--- config.mk ---
export PLATFORM = sky130hd
export DESIGN_NAME = cond_branch_eval
export DESIGN_NICKNAME = d
export VERILOG_FILES = /design/src/rtl/cond_branch_eval.sv
export SDC_FILE = /design/constraint.sdc
export NUM_CORES = 1
export LEC_CHECK = 0
export BUFFER_PORTS_ARGS = -buffer_cell sky130_fd_sc_hd__buf_2
export CORE_MARGIN = 4
export CORE_UTILIZATION = 49
export CTS_BUF_LIST = sky130_fd_sc_hd__clkbuf_8
export DETAILED_ROUTE_END_ITERATION = 10
export PLACE_DENSITY = 0.82
export SLEW_MARGIN = 20
export SYNTH_ARGS = -nofsm -noshare
export SYNTH_HDL_FRONTEND = slang
export SYNTH_SLANG_ARGS = --single-unit
--- constraint.sdc ---
create_clock -name clk -period 3 [get_ports clk]
set_clock_uncertainty 0.15 [all_clocks]
set_input_delay 0.45 -clock clk [delete_from_list [all_inputs] [get_ports clk]]
set_output_delay 0.45 -clock clk [all_outputs]
set_load 0.01 [all_outputs]
--- src/rtl/cond_branch_eval.sv ---
module cond_branch_eval #(
  parameter int CNT_W = 16
) (
  input  logic             clk,
  input  logic             rst_n,
  input  logic             in_valid,
  input  logic [4:0]       op,
  input  logic [4:0]       flags,
  input  logic [CNT_W-1:0] count_in,
  output logic             out_valid,
  output logic             taken,
  output logic             count_we,
  output logic [CNT_W-1:0] count_out,
  output logic [7:0]       set_byte
);
  localparam logic [4:0] OP_CZ     = 5'd16;
  localparam logic [4:0] OP_LOOP   = 5'd17;
  localparam logic [4:0] OP_LOOPEQ = 5'd18;
  localparam logic [4:0] OP_LOOPNE = 5'd19;

  logic fc, fp, fz, fs, fo;
  assign {fo, fs, fz, fp, fc} = flags;

  logic [7:0] base;
  assign base = {fz | (fs ^ fo), fs ^ fo, fp, fs, fc | fz, fz, fc, fo};

  logic flag_true;
  assign flag_true = base[op[3:1]] ^ op[0];

  logic [CNT_W-1:0] cnt_dec;
  logic cnt_nz, cnt_zero;
  assign cnt_dec  = count_in - CNT_W'(1);
  assign cnt_nz   = |cnt_dec;
  assign cnt_zero = ~|count_in;

  logic take, we;
  always_comb begin
    take = 1'b0;
    we   = 1'b0;
    if (!op[4]) take = flag_true;
    else begin
      case (op)
        OP_CZ:     take = cnt_zero;
        OP_LOOP:   begin we = 1'b1; take = cnt_nz; end
        OP_LOOPEQ: begin we = 1'b1; take = cnt_nz & fz; end
        OP_LOOPNE: begin we = 1'b1; take = cnt_nz & ~fz; end
        default:   ;
      endcase
    end
  end

  always_ff @(posedge clk) begin
    if (!rst_n) begin
      out_valid <= 1'b0;
      taken     <= 1'b0;
      count_we  <= 1'b0;
      count_out <= '0;
      set_byte  <= 8'h00;
    end else begin
      out_valid <= in_valid;
      if (in_valid) begin
        taken     <= take;
        count_we  <= we;
        count_out <= we ? cnt_dec : count_in;
        set_byte  <= take ? 8'h01 : 8'h00;
      end else begin
        taken    <= 1'b0;
        count_we <= 1'b0;
        set_byte <= 8'h00;
      end
    end
  end

  assert_flag_codes_no_write_R1: assert property (@(posedge clk) disable iff (!rst_n)
    in_valid && !op[4] |=> !count_we);
  assert_cz_keeps_count_R4: assert property (@(posedge clk) disable iff (!rst_n)
    in_valid && op == OP_CZ |=> !count_we && count_out == $past(count_in));
  assert_loop_step_R5: assert property (@(posedge clk) disable iff (!rst_n)
    in_valid && op == OP_LOOP |=> count_we && count_out == CNT_W'($past(count_in) - CNT_W'(1)));
  assert_loopeq_needs_z_R6: assert property (@(posedge clk) disable iff (!rst_n)
    in_valid && op == OP_LOOPEQ && !flags[2] |=> !taken);
  assert_loopne_needs_nz_R7: assert property (@(posedge clk) disable iff (!rst_n)
    in_valid && op == OP_LOOPNE && flags[2] |=> !taken);
  assert_set_matches_taken_R8: assert property (@(posedge clk) disable iff (!rst_n)
    out_valid |-> set_byte == {7'b0, taken});
  assert_reserved_inert_R10: assert property (@(posedge clk) disable iff (!rst_n)
    in_valid && op[4] && op[3:2] != 2'b00 |=> !taken && !count_we);
  assert_idle_quiet_R11: assert property (@(posedge clk) disable iff (!rst_n)
    !out_valid |-> !taken && !count_we && set_byte == 8'h00);
endmodule

Yosys cells after proc, flatten, opt, wreduce, memory -nomap -nowiden
Cells that the tools add are included.
- bits in registers: 27
- input bits: 29
- output and inout bits: 27
- logic and storage cells: 31
- $add $sub $neg: 1
- magnitude comparators: 1
- equality and inequality tests: 4
- muxes and demuxes: 8
- bitwise operators: 7
- reduce and logical (&&, ||, !) cells: 5
- operators with widths (cell ; count):
    $reduce_or A16 Y1 ; 2
    $eq A5 B5 Y1 const B ; 4
    $mux W16 ; 1
    $sub A16 B1 Y16 const B ; 1
    $mux W1 ; 5
    $lt A3 B4 Y1 const B ; 1
    $pmux W1 S4 ; 1
    $bmux W1 S3 ; 1
    $reduce_or A3 Y1 ; 1
    $and A1 B1 Y1 ; 2
    $or A1 B1 Y1 ; 2
    $reduce_and A2 Y1 ; 1
    $xor A1 B1 Y1 ; 2
    $logic_not A1 Y1 ; 1
    $not A1 Y1 ; 1

Depth between registers and ports, before layout
- depth in word-level cells: 7
- depth in mapped cells: 9
- gate-level depth less buffers: 7

Worst setup path before layout
No wires, ideal clock.
- path kind: input to register
- start point: input port count_in[0]
- end point: register taken
- setup time: 0.130 ns
- data arrival time: 2.350 ns
- data required time: 2.720 ns
- setup slack: 0.369 ns
- cell stages on the path: 7
- buffers on the path: 1
- cells stage by stage: clkbuf_1 > inv_1 > ha_1 > or4b_2 > a2111o_1 > a2111oi_2 > o22ai_1
- longest elaborated chain between the ends: 5
- elaborated cells between the ends (all ways): 8
- classes of those cells: add/sub: 1; mux: 2; bitwise: 2; reduce/logical: 3
- ends and longest elaborated chain (item ; line ; source):
    start: declaration ; 9 ; input logic [CNT_W-1:0] count_in,
    $sub A16 B1 Y16 ; 32 ; assign cnt_dec = count_in - CNT_W'(1);
    $reduce_or A16 Y1 ; 33 ; assign cnt_nz = |cnt_dec;
    $and A1 B1 Y1 (on tied branches) ; 46, 45 ;
    $pmux W1 S4 (*) ; 42 ; case (op)
    $mux W1 (*) ; 40 ; if (!op[4]) take = flag_true;
    end signal: assignment ; 62 ; taken <= take;
    end: declaration ; 11 ; output logic taken,
Mark *: on every way between the ends. The rest lies on a longest branch, timed or not.
A chain may end at the register's enable or synchronous reset.

Worst setup path after layout
- start point: input port count_in[8]
- end point: register taken
Same word-level chain as after synthesis.

==> results.py <==
metrics = {
    "run_status": {
        "outcome": "finished, final reports clean",
    },
    "route": {
        "first_pass_iters": 7,
        "topRoutingLayerUsed": "met4",
        "routedWlPerCell_microns": 14.7,
        "wl_microns": 3550,
        "ant_nets": 0,
        "drc": 0,
        "wl_met3_microns": 251,
        "wl_met1_microns": 1440,
        "vias_per_cell": 5.85,
        "num_vias": 1409,
        "drt_first_iter_violations": 71,
        "route.met2.wl_microns": 1810,
    },
    "cells_and_area": {
        "nNetsFinal": 243,
        "layout-drive-gt1-share_pct": 28.4,
        "final_cells": 241,
        "area_growth_pct": 19.8,
        "diodes": 0,
    },
    "timing": {
        "timing.final.crit_share_pct": 84.5,
        "setup_violations": 0,
        "clock.fmax_ghz": 0.394,
        "min_period_ns": 2.54,
        "worst_slack_ns": 0.464,
        "relSlewSlack_pct": 56.0,
        "rsz0062_at_grt": "false",
        "tightest_slew_ns": 0.655,
        "hold_viol": 0,
        "setup_tns_ns": 0,
        "drv_slew": 0,
    },
    "logic_synthesis": {
        "syn_area_sq_um": 1330,
        "syn_avg_cell_area_sq_um": 7.86,
        "yosys_most_used_dff": "dfxtp_1",
        "ys_seq_area_share_pct": 28.6,
        "ys_ff_latch": 19,
        "yosys_warnings": 0,
        "syn_inst": 169,
        "synth_edf_count": 0,
        "synthArstFlopShare_pct": 0,
        "ys_types": 46,
    },
    "worst_setup_path": {
        "rrSetupSlack_ns": 2.11,
        "critPathTopFamily": "simple AND/OR/NAND/NOR gates",
        "end_kind": "flop",
        "slowest_delay_ns": 0.69,
        "worst-setup-path-type": "input pin to flop",
        "reg2reg_to": "count_out[7]",
        "slowest_stage": "or4_1",
        "crit_arrival_ns": 2.57,
        "critPathMaxFanout": 9,
        "cp.required_ns": 3.03,
        "start_kind": "input pin",
        "path_cells": "buf_2 -> or4_1 -> or3_1 -> buf_4 -> nor4_1 -> o2111ai_1 -> o22ai_1",
        "cp.buffers_inverters": 2,
        "r2r_cells": 2,
        "timing.rr.start": "count_out[7]",
    },
    "global_routing": {
        "antenna_found_initial": 0,
        "grt_max_degree": 34,
        "grt_pass1_vias": 1265,
        "grt_pass1_wl_microns": 5730,
        "track_usage_pct": 20.3,
        "overflow": 0,
    },
    "floorplan": {
        "start_util_pct": 52.7,
        "pin_count": 56,
        "rows": 18,
        "die-area_sq_um": 3610,
        "fp.dieW_microns": 60.1,
        "die_h_microns": 60.1,
        "coreArea_sq_um": 2520,
    },
    "placed_design": {
        "routabilityCongestion": 0.906,
        "place_ws_ns": 0.217,
        "dp_cells": 237,
        "port_buffers": 48,
        "hpwl_microns": 2820,
    },
    "power": {
        "ir_drop_uv": 253,
        "power_density_nw_per_um2": 373,
        "p_leak_nw": 0.646,
    },
    "clock_tree": {
        "postCtsSetupRepairBufs": 0,
        "cts_tree": "done",
        "numClockSinks": 19,
        "cts_root_buffer": "clkbuf_8",
        "ctsResizeCount": 0,
        "cts.clk_slew.worst_paths_ns": 0.07,
        "numCtsBuffers": 3,
        "hold_buffers": 0,
        "clockBufferDepth": 2,
        "worstSkewPairLatency_ns": 0.25,
        "cts_htree_levels": 1,
    },
    "min_path": {
        "min_from": "count_out[1]",
        "worstHoldPathCells": 2,
        "hold_path_class": "flop to flop",
        "whs_endpoint": "count_out[1]",
    },
    "run": {
        "maxCapViolations": 0,
    },
}
[sequential cells by signal (all words and copies together) (netlist names)]
signal	cells
out_valid	1
count_out	16
count_we	1
taken	1
[per-stage QoR]
step | total power [W] | hold slack [ns] | util [%] | cell area, sq um
final | 0.000594 | 0.323 | 63.1 | 1590
after global routing | 0.000627 | 0.351 | 63.1 | 1590
after CTS | 0.000594 | 0.333 | 63.1 | 1590
after detailed placement | 0.000427 | 0.321 | 61.3 | 1550
after global placement | 0.000420 | 0.303 | 61.3 | 1550
after floorplan | 0.000370 | 0.339 | - | 1350
[power by group]
| group | switching (W) | total [W] | internal, W | leakage [nW] |
|---|---|---|---|---|
| combinational | 0.0000863 | 0.000146 | 0.0000600 | 0.461 |
| clock | 0.0000810 | 0.000172 | 0.0000908 | 0.0269 |
| sequential | 0.00000748 | 0.000276 | 0.000269 | 0.158 |
[layout by cell type (no fill, tap or decap), types with 3 or more instances in the layout]
cell type	instances
nand3_1	3
nor3_1	6
nand2b_1	3
a31oi_1	3
xnor2_1	12
nor2_1	19
a21oi_1	6
conb_1	7
buf_2	48
inv_1	4
clkbuf_8	3
or3_1	5
dfxtp_1	19
buf_4	3
nor4_1	5
a211oi_1	10
o21ai_0	8
nand2_1	7
xor2_1	5
[layer usage]
layer / up-vias / GRT usage, %
met5: - / 0
met4: 0 / 5.70
met3: 6 / 0.864
met2: 71 / 36.3
met1: 644 / 26.4
li1: 688 / -
[cells in the mapped netlist (all sizes together) (5+ instances only)]
cell / count / area share [%]
dfxtp: 19 / 29
nor2: 19 / 5.4
xnor2: 12 / 7.9
a211oi: 10 / 5.6
clkbuf: 10 / 3.0
buf: 9 / 4.9
o21ai: 8 / 3.0
nand2: 7 / 2.0
a21oi: 6 / 2.3
nor3: 6 / 2.3
nor4: 5 / 2.4
or3: 5 / 2.4
xor2: 5 / 3.3
[kinds of logic after synthesis]
| kind of cell | count (synthesis) | synth area share [%] |
|---|---|---|
| XOR/XNOR | 17 | 11.2 |
| adder cells (fa/ha/maj) | 2 | 1.88 |
| AO/OA/AOI/OAI | 41 | 21.6 |
| flip-flops | 19 | 28.6 |
| buffers and inverters | 22 | 8.76 |
| AND/OR/NAND/NOR | 66 | 26.8 |
| other | 1 | 0.282 |
| multiplexers | 1 | 0.847 |
[layout make-up]
class                      count  area (sq um)
fill                         230           931
multi-input combinational    134           855
sequential                    19           380
timing repair buffer          51           263
clock buffer                   3          41.3
tap                           30          37.5
inverter                       3          11.3
clock inverter                 1          3.75
[worst max-delay path by stage]
stage,startpoint,endpoint,cells past startpoint
floorplan,count_in[0],taken,7
global placement,count_in[8],taken,6
detailed placement,count_in[8],taken,6
CTS,count_in[8],taken,7
global route,count_in[8],taken,7
finish,count_in[8],taken,7
[worst reg2reg max path: cells and delay by family (launching register included)]
| kind | cells | cell delay (ns) |
|---|---|---|
| compound gates | 1 | 0.27 |
| flops | 1 | 0.34 |
| simple gates | 1 | 0.05 |
Note: power is estimated with default switching activity, not from simulation.
